**src/rtl/xr_pkg.sv**
```systemverilog
package xr_pkg;
    localparam int XR_WORD_W  = 64;
    localparam int XR_STATE_W = 2 * XR_WORD_W;

    // Substitute state used after reset and in place of an all-zero seed
    localparam logic [XR_WORD_W-1:0] XR_FALLBACK_S0 = 64'h9E3779B97F4A7C15;
    localparam logic [XR_WORD_W-1:0] XR_FALLBACK_S1 = 64'hBF58476D1CE4E5B9;

    typedef enum logic [1:0] {
        ST_IDLE = 2'd0,
        ST_FILL = 2'd1,
        ST_SHOW = 2'd2
    } xr_state_e;
endpackage

```
**src/rtl/xr_state.sv**
```systemverilog
module xr_state
    import xr_pkg::*;
(
    input  logic                  clk,
    input  logic                  rst_n,
    input  logic                  load_i,
    input  logic [XR_STATE_W-1:0] seed_i,
    input  logic                  adv_i,
    output logic [XR_WORD_W-1:0]  word_o
);
    logic [XR_WORD_W-1:0] s0_q, s1_q;
    logic [XR_WORD_W-1:0] mix, s0_n, s1_n;
    logic                 seed_zero;

    assign seed_zero = (seed_i == '0);

    always_comb begin
        mix  = s1_q ^ s0_q;
        s0_n = {s0_q[8:0], s0_q[63:9]} ^ mix ^ (mix << 14);
        s1_n = {mix[27:0], mix[63:28]};
    end

    always_ff @(posedge clk or negedge rst_n) begin
        if (!rst_n) begin
            s0_q <= XR_FALLBACK_S0;
            s1_q <= XR_FALLBACK_S1;
        end else if (load_i) begin
            if (seed_zero) begin
                s0_q <= XR_FALLBACK_S0;
                s1_q <= XR_FALLBACK_S1;
            end else begin
                s0_q <= seed_i[XR_STATE_W-1:XR_WORD_W];
                s1_q <= seed_i[XR_WORD_W-1:0];
            end
        end else if (adv_i) begin
            s0_q <= s0_n;
            s1_q <= s1_n;
        end
    end

    assign word_o = s0_q + s1_q;

    AST_STATE_HOLD: assert property (@(posedge clk) disable iff (!rst_n)
        (!load_i && !adv_i) |=> ($stable(s0_q) && $stable(s1_q)));
    AST_NEVER_ZERO: assert property (@(posedge clk) disable iff (!rst_n)
        ({s0_q, s1_q} != '0));
    AST_LOAD_SEED: assert property (@(posedge clk) disable iff (!rst_n)
        (load_i && !seed_zero) |=> ({s0_q, s1_q} == $past(seed_i)));
endmodule

```
**src/rtl/xr_ctrl.sv**
```systemverilog
module xr_ctrl
    import xr_pkg::*;
#(
    parameter int NWORDS = 2
) (
    input  logic clk,
    input  logic rst_n,
    input  logic load_i,
    input  logic req_i,
    output logic take_o,
    output logic last_o,
    output logic ready_o
);
    localparam int CW = (NWORDS > 1) ? $clog2(NWORDS) : 1;

    xr_state_e       st_q;
    logic [CW-1:0]   cnt_q;

    // state register
    always_ff @(posedge clk or negedge rst_n) begin
        if (!rst_n) begin
            st_q  <= ST_IDLE;
            cnt_q <= '0;
        end else if (load_i) begin
            st_q  <= ST_IDLE;
            cnt_q <= '0;
        end else begin
            unique case (st_q)
                ST_IDLE: begin
                    if (req_i) begin
                        st_q  <= ST_FILL;
                        cnt_q <= '0;
                    end
                end
                ST_FILL: begin
                    if (cnt_q == CW'(NWORDS - 1)) begin
                        st_q  <= ST_SHOW;
                        cnt_q <= '0;
                    end else begin
                        cnt_q <= cnt_q + 1'b1;
                    end
                end
                ST_SHOW: st_q <= ST_IDLE;
                default: st_q <= ST_IDLE;
            endcase
        end
    end

    // outputs
    always_comb begin
        take_o  = (st_q == ST_FILL) && !load_i;
        last_o  = take_o && (cnt_q == CW'(NWORDS - 1));
        ready_o = (st_q == ST_SHOW);
    end

    AST_READY_PULSE: assert property (@(posedge clk) disable iff (!rst_n)
        ready_o |=> !ready_o);
    AST_LOAD_ABORT: assert property (@(posedge clk) disable iff (!rst_n)
        load_i |=> (st_q == ST_IDLE && !ready_o));
    AST_FILL_KEEPS: assert property (@(posedge clk) disable iff (!rst_n)
        (st_q == ST_FILL && !last_o && !load_i) |=> (st_q == ST_FILL));
    AST_SHOW_RETIRES: assert property (@(posedge clk) disable iff (!rst_n)
        (st_q == ST_SHOW) |=> (st_q == ST_IDLE));
    AST_CNT_RANGE: assert property (@(posedge clk) disable iff (!rst_n)
        (int'(cnt_q) < NWORDS));
endmodule

```
**src/rtl/xr_pack.sv**
```systemverilog
module xr_pack
    import xr_pkg::*;
#(
    parameter int OUT_W  = 100,
    parameter int NWORDS = 2
) (
    input  logic                 clk,
    input  logic                 rst_n,
    input  logic                 take_i,
    input  logic                 last_i,
    input  logic [XR_WORD_W-1:0] word_i,
    output logic [OUT_W-1:0]     rand_o
);
    localparam int BW = NWORDS * XR_WORD_W;

    logic [BW-1:0]    acc_q;
    logic [BW-1:0]    full;
    logic [OUT_W-1:0] out_q;

    // Newest result enters at the bottom, so the first one ends on top
    assign full = BW'({acc_q, word_i});

    always_ff @(posedge clk or negedge rst_n) begin
        if (!rst_n) begin
            acc_q <= '0;
            out_q <= '0;
        end else if (take_i) begin
            acc_q <= full;
            if (last_i) out_q <= full[BW-1 -: OUT_W];
        end
    end

    assign rand_o = out_q;

    AST_OUT_HOLD: assert property (@(posedge clk) disable iff (!rst_n)
        !last_i |=> $stable(rand_o));
endmodule

```
**src/rtl/xr_rng.sv**
```systemverilog
module xr_rng
    import xr_pkg::*;
#(
    parameter int OUT_W = 100
) (
    input  logic                  clk,
    input  logic                  rst_n,
    input  logic                  load_i,
    input  logic                  req_i,
    input  logic [XR_STATE_W-1:0] seed_i,
    output logic                  ready_o,
    output logic [OUT_W-1:0]      rand_o
);
    localparam int NWORDS = (OUT_W + XR_WORD_W - 1) / XR_WORD_W;

    logic                 take, last;
    logic [XR_WORD_W-1:0] word;

    xr_ctrl #(.NWORDS(NWORDS)) u_ctrl (
        .clk(clk), .rst_n(rst_n), .load_i(load_i), .req_i(req_i),
        .take_o(take), .last_o(last), .ready_o(ready_o)
    );

    xr_state u_state (
        .clk(clk), .rst_n(rst_n), .load_i(load_i), .seed_i(seed_i),
        .adv_i(take), .word_o(word)
    );

    xr_pack #(.OUT_W(OUT_W), .NWORDS(NWORDS)) u_pack (
        .clk(clk), .rst_n(rst_n), .take_i(take), .last_i(last),
        .word_i(word), .rand_o(rand_o)
    );

    AST_READY_AFTER_LAST: assert property (@(posedge clk) disable iff (!rst_n)
        last |=> ready_o);
endmodule

```
**config.mk**
```make
export PLATFORM = sky130hd
export DESIGN_NAME = xr_rng
export DESIGN_NICKNAME = d
export VERILOG_FILES = /design/src/rtl/xr_pkg.sv /design/src/rtl/xr_state.sv /design/src/rtl/xr_ctrl.sv /design/src/rtl/xr_pack.sv /design/src/rtl/xr_rng.sv
export SDC_FILE = /design/constraint.sdc
export NUM_CORES = 1
export LEC_CHECK = 0
export CAP_MARGIN = 20
export CELL_PAD_IN_SITES_DETAIL_PLACEMENT = 0
export CELL_PAD_IN_SITES_GLOBAL_PLACEMENT = 2
export CORE_ASPECT_RATIO = 0.6
export CORE_MARGIN = 2
export CORE_UTILIZATION = 35
export CTS_BUF_LIST = sky130_fd_sc_hd__clkbuf_2 sky130_fd_sc_hd__clkbuf_4 sky130_fd_sc_hd__clkbuf_8
export CTS_CLUSTER_SIZE = 24
export DETAILED_ROUTE_END_ITERATION = 7
export PLACE_DENSITY = 0.78
export SLEW_MARGIN = 40
export SYNTH_ARGS = -nofsm -noshare
export SYNTH_HDL_FRONTEND = slang
export SYNTH_SLANG_ARGS = --single-unit
export TNS_END_PERCENT = 5
```
**constraint.sdc**
```tcl
create_clock -name clk -period 8.05 [get_ports clk]
set_input_delay 2.415 -clock clk [delete_from_list [all_inputs] [get_ports clk]]
set_output_delay 2.415 -clock clk [all_outputs]
set_load 0.05 [all_outputs]
```
# Word level (Yosys, flattened, before mapping)
# Cells that the tools add are included.
# W data, S select, Z words.
# totals
ff_bits,295
inputBits,132
output_inout_bits,101
wordCells,39
# classes
n_addsub,2
eq_ne,4
n_mux,14
bitwise_logic,3
n_reduce_logical,10
# op_table
cell,n
$mux W64,6
$xor A64 B64 Y64,3
$logic_not A128 Y1,1
$add A64 B64 Y64,1
$mux W2,3
$reduce_and A2 Y1,3
$pmux W2 S2,1
$mux W1,3
$ne A3 B2 Y1 const B,1
$ne A3 B3 Y1 const B,1
$reduce_bool A3 Y1,1
$eq A2 B1 Y1 const B,1
$eq A2 B2 Y1 const B,1
$logic_and A1 B1 Y1,2
$logic_not A2 Y1,1
$pmux W1 S2,1
$reduce_bool A2 Y1,1
$add A1 B1 Y1 const B,1
$logic_not A1 Y1,1

# Logic depth before layout (Yosys ltp)
# depth
depth_word,5
ltp_mapped,12
mapped_depth_nobuf,11

# Hierarchy
# From an unflattened synthesis, not the netlist that was laid out.
# unflattened
cells_unflattened,1654
area_unflattened_um2,17893.4
# by_module_without_submodules
module,instances,cells_each,area_per_inst_um2,seq_area_each_um2
xr_state,1,1295,11583.6,3295.7
xr_pack,1,346,6149.6,4103.9
xr_ctrl,1,13,160.2,75.1

# Worst setup path after synthesis
# No wires, ideal clock.
# synth_path
path_type,input to register
from,input port seed_i[0]
to,register u_state.s0_q[25]
setup_ns,0.061
t_arrival_ns,4.214
t_required_ns,7.989
path_slack_ns,3.776
cell_stages,7
path_buffers,2
cell_sequence,nor4_1 -> nand4_1 -> or4_1 -> o21ai_0 -> clkbuf_1 -> clkbuf_1 -> o22a_1
# synth_via
elab_chain_cells,3
# synth_rtl
element,line,rtl
start: declaration,xr_rng.sv:10,"input logic [XR_STATE_W-1:0] seed_i,"
$logic_not A128 Y1,xr_state.sv:15,assign seed_zero = (seed_i == '0);
$mux W64,xr_state.sv:28,if (seed_zero) begin
$mux W64,xr_state.sv:27,end else if (load_i) begin
end signal: assignment,xr_state.sv:32,s0_q <= seed_i[XR_STATE_W-1:XR_WORD_W];
end signal: assignment,xr_state.sv:36,s0_q <= s0_n;
end: declaration,xr_state.sv:11,"logic [XR_WORD_W-1:0] s0_q, s1_q;"
# Every way passes these cells.
# A chain may end at the register's enable or synchronous reset.

# Final worst setup path
# layout_path
from,input port seed_i[10]
to,register u_state.s0_q[10]
# The elaborated chain is that of the path after synthesis.

==> results.yml <==
power:
  power.density_mw_per_mm2: 383
  p_leak_nw: 9.30
  pwr-share-comb: 0.522
  irDropWorstVdd_v: 0.000209
  clockPowerShare: 0.182
  pwr-share-seq: 0.296
  switching_share: 0.475
  power.switching_mw: 3.89
  intPower_mw: 4.30
logic_synthesis:
  synth_top_area_frac: 0.315
  synthMuxAreaShare: 0.0469
  synthFlopType: "dfrtp_1"
  syn-cell-area_mm2: 0.0175
  synth_top_family_by_area: "compound AO/OA/AOI/OAI gates"
  yosys.area.top_type: "dfrtp_1"
  synth_area_leaders: "dfrtp_1 (32%), dfstp_2 (11%), nand2_1 (9.6%)"
  synth_edf_count: 0
  ys_warn_count: 0
  syn_inst: 1981
  synth.distinct_cells: 65
  synth_compound_area_frac: 0.194
  ys_seq_area_frac: 0.426
  async_reset_ff_frac: 1.00
  synth_fp_nets: 2177
  synth_xor_area_frac: 0.0804
  syn_area_per_cell_um2: 8.86
  synthAdderAreaFrac: 0.0461
  synthSimpleGateAreaFrac: 0.168
  synth.ff_latch_count: 295
route:
  drt_iter0_markers: 1617
  num_vias: 15908
  routedWlPerCell_um: 26.5
  drc: 0
  drt_first_pass_iters: 5
  postRouteAntennaNets: 0
  finalWirelength_mm: 74.8
  via_per_inst: 5.64
sta:
  tns_ps: 0
  finalSetupViolCount: 0
  slew_viol_final: 0
  skew_ps: 64.5
  fmax_mhz: 179
  tightest_slew_ps: 929
  post-route-period-util: 0.693
  hold_violations: 0
  min_period_ps: 5580
  timing.slew.headroom: 0.375
  rsz0062_at_grt: "no"
worst_hold_path:
  worstHoldStart: "u_pack.acc_q[50]$_DFFE_PN0P_"
  min_path_cells: 2
  min_path_type: "reg2reg"
floorplanning:
  coreArea_mm2: 0.0494
  die_h_um: 177
  dieArea_mm2: 0.0520
  num_rows: 63
  start_util: 0.355
  ios: 233
  die_w_um: 293
clock_tree:
  cts_tree: "built"
  clkSinkCount: 295
  clk_latency_ps: 650
  post_cts.repair.setup_buffers: 0
  clkTransAtPathRegs_ps: 70
  h-tree-depth: 2
  cts_resized: 0
  cts_made_buffers: 50
  cts_max_path_buffers: 3
  cts.hold.buffers_added: 0
  root_buffer: "clkbuf_8"
critical_path:
  startpoint: "seed_i[10]"
  crit_arrival_ps: 6140
  timing.rr.start: "u_state.s0_q[10]$_DFFE_PN1P_"
  crit_type: "in2reg"
  startpoint_type: "primary input"
  cp.required_ps: 8620
  crit_fanout: 59
  r2r_cells: 9
  end_kind: "flip-flop"
  crit_slowest_cell: "buf_4"
  slowest_delay_ps: 730
  crit_chain: "clkdlybuf4s50_1 > nor4_1 > nand4_1 > or4_1 > o21ai_4 > buf_4 > o22a_1"
grt:
  antenna_found_initial: 5
  grt_max_degree: 162
  grt_usage: 0.284
  grt_pass1_vias: 15119
  grt.overflow.total: 0
  grt_pass1_wl_mm: 107
final_layout:
  area_growth_pct: 21.7
  final_util: 0.432
  diodes: 0
  final_layout_size_suffix_gt1_frac: 0.116
  fin_nets: 2330
status:
  outcome: "finished clean"
placed_design:
  dp_hpwl_mm: 57.2
  port_buffers: 232
  globalplace.congestion: 0.979
job:
  maxCapViolations: 0
## power by group through the flow
stage / clock, mW / sequential [mW] / combinational, mW
after floorplan: 0 / 3.17 / 1.91
after global placement: 0 / 2.42 / 4.22
after detailed placement: 0 / 2.44 / 4.22
after CTS: 1.52 / 2.42 / 4.24
after global routing: 1.59 / 2.48 / 4.55
final: 1.49 / 2.42 / 4.28
## path summary, 6_finish.rpt
check / to / slack, ps
worst max-delay path: u_state.s0_q[10]$_DFFE_PN1P_ / 2470
worst min-delay path: u_pack.rand_o[86]$_DFFE_PN0P_ / 440
worst max register to register: u_pack.rand_o[32]$_DFFE_PN0P_ / 3770
worst min register to register: u_pack.rand_o[86]$_DFFE_PN0P_ / 440
max in group asynchronous: u_state.s0_q[38]$_DFFE_PN0P_ / 5030
min in group asynchronous: u_state.s0_q[42]$_DFFE_PN0P_ / 1830
## per-stage QoR
stage	instances	setup slack [ps]	hold WS (ps)	power (mW)	area (um2)
3_5_place_dp	2731	1920	453	6.66	20300
6_report	2821	2470	441	8.19	21400
4_1_cts	2820	2600	449	8.18	21300
5_1_grt	2821	2510	462	8.62	21400
2_1_floorplan	1981	3780	435	5.07	17500
3_3_place_gp	2731	1940	450	6.64	20300
## layout by cell type (no fill, tap or decap), types with 5 or more instances in the layout
cell type and n:
o21a_1 13, nor2_1 59, a21o_1 34, nand3_1 27
o21bai_1 15, inv_1 21, a31oi_1 14, or3_1 7
clkbuf_8 62, o31ai_1 25, clkinv_2 8, dfstp_2 74
a21boi_0 5, clkdlybuf4s50_1 230, xor2_1 62, o21ai_0 191
nand2_1 447, and3_1 12, mux2_2 50, clkbuf_4 16
dfrtp_1 221, o211ai_1 5, nor3_1 27, nor4_1 36
o21ai_1 12, mux2i_1 26, xnor2_1 99, a211o_1 5
nand4_1 34, buf_4 14, o22a_1 75, nor2b_1 5
a21oi_1 102, a211oi_1 7, ha_1 63
## layer usage
metal / up-vias / part of all wire / GRT usage
li1: 7269 / - / -
met5: - / 0.0023 / 0.0225
met2: 700 / 0.39 / 0.383
met1: 7834 / 0.49 / 0.433
met4: 4 / 0.019 / 0.0592
met3: 101 / 0.098 / 0.0888
## final cells by class
cell class | count | area, um2
tap | 650 | 813
multi-input combinational | 1516 | 9440
inverter | 22 | 82.6
clock inverter | 11 | 87.6
clock buffer | 78 | 973
fill | 4931 | 28100
sequential | 295 | 7470
timing repair buffer | 249 | 2490
## flip-flops by register name, summed over array words and instances, names as in the netlist
name and flops:
u_pack.acc_q 64, u_ctrl.cnt_q 1, u_pack.rand_o 100, u_ctrl.st_q 2, u_state.s0_q 64, u_state.s1_q 64
## cell usage after synthesis (34+ instances only)
library cell	number
a21o_1	34
a21oi_1	102
clkbuf_1	117
dfrtp_1	221
dfstp_2	74
ha_1	63
mux2_2	50
nand2_1	448
nand4_1	34
nor2_1	59
nor4_1	38
o21ai_0	194
o22a_1	75
xnor2_1	99
xor2_1	62
## cells by family after synthesis
group                    after synthesis
AND/OR/NAND/NOR                      680
AO/OA/AOI/OAI                        535
flip-flops                           295
buffers and inverters                170
XOR/XNOR                             161
multiplexers                          76
adder cells (fa/ha/maj)               64
## worst max-delay path: cells and delay by family
family | cells | cell delay, ps
buf+inv | 2 | 1220
compound gates | 2 | 770
simple gates | 3 | 1690
(Power assumes the default switching activity.)
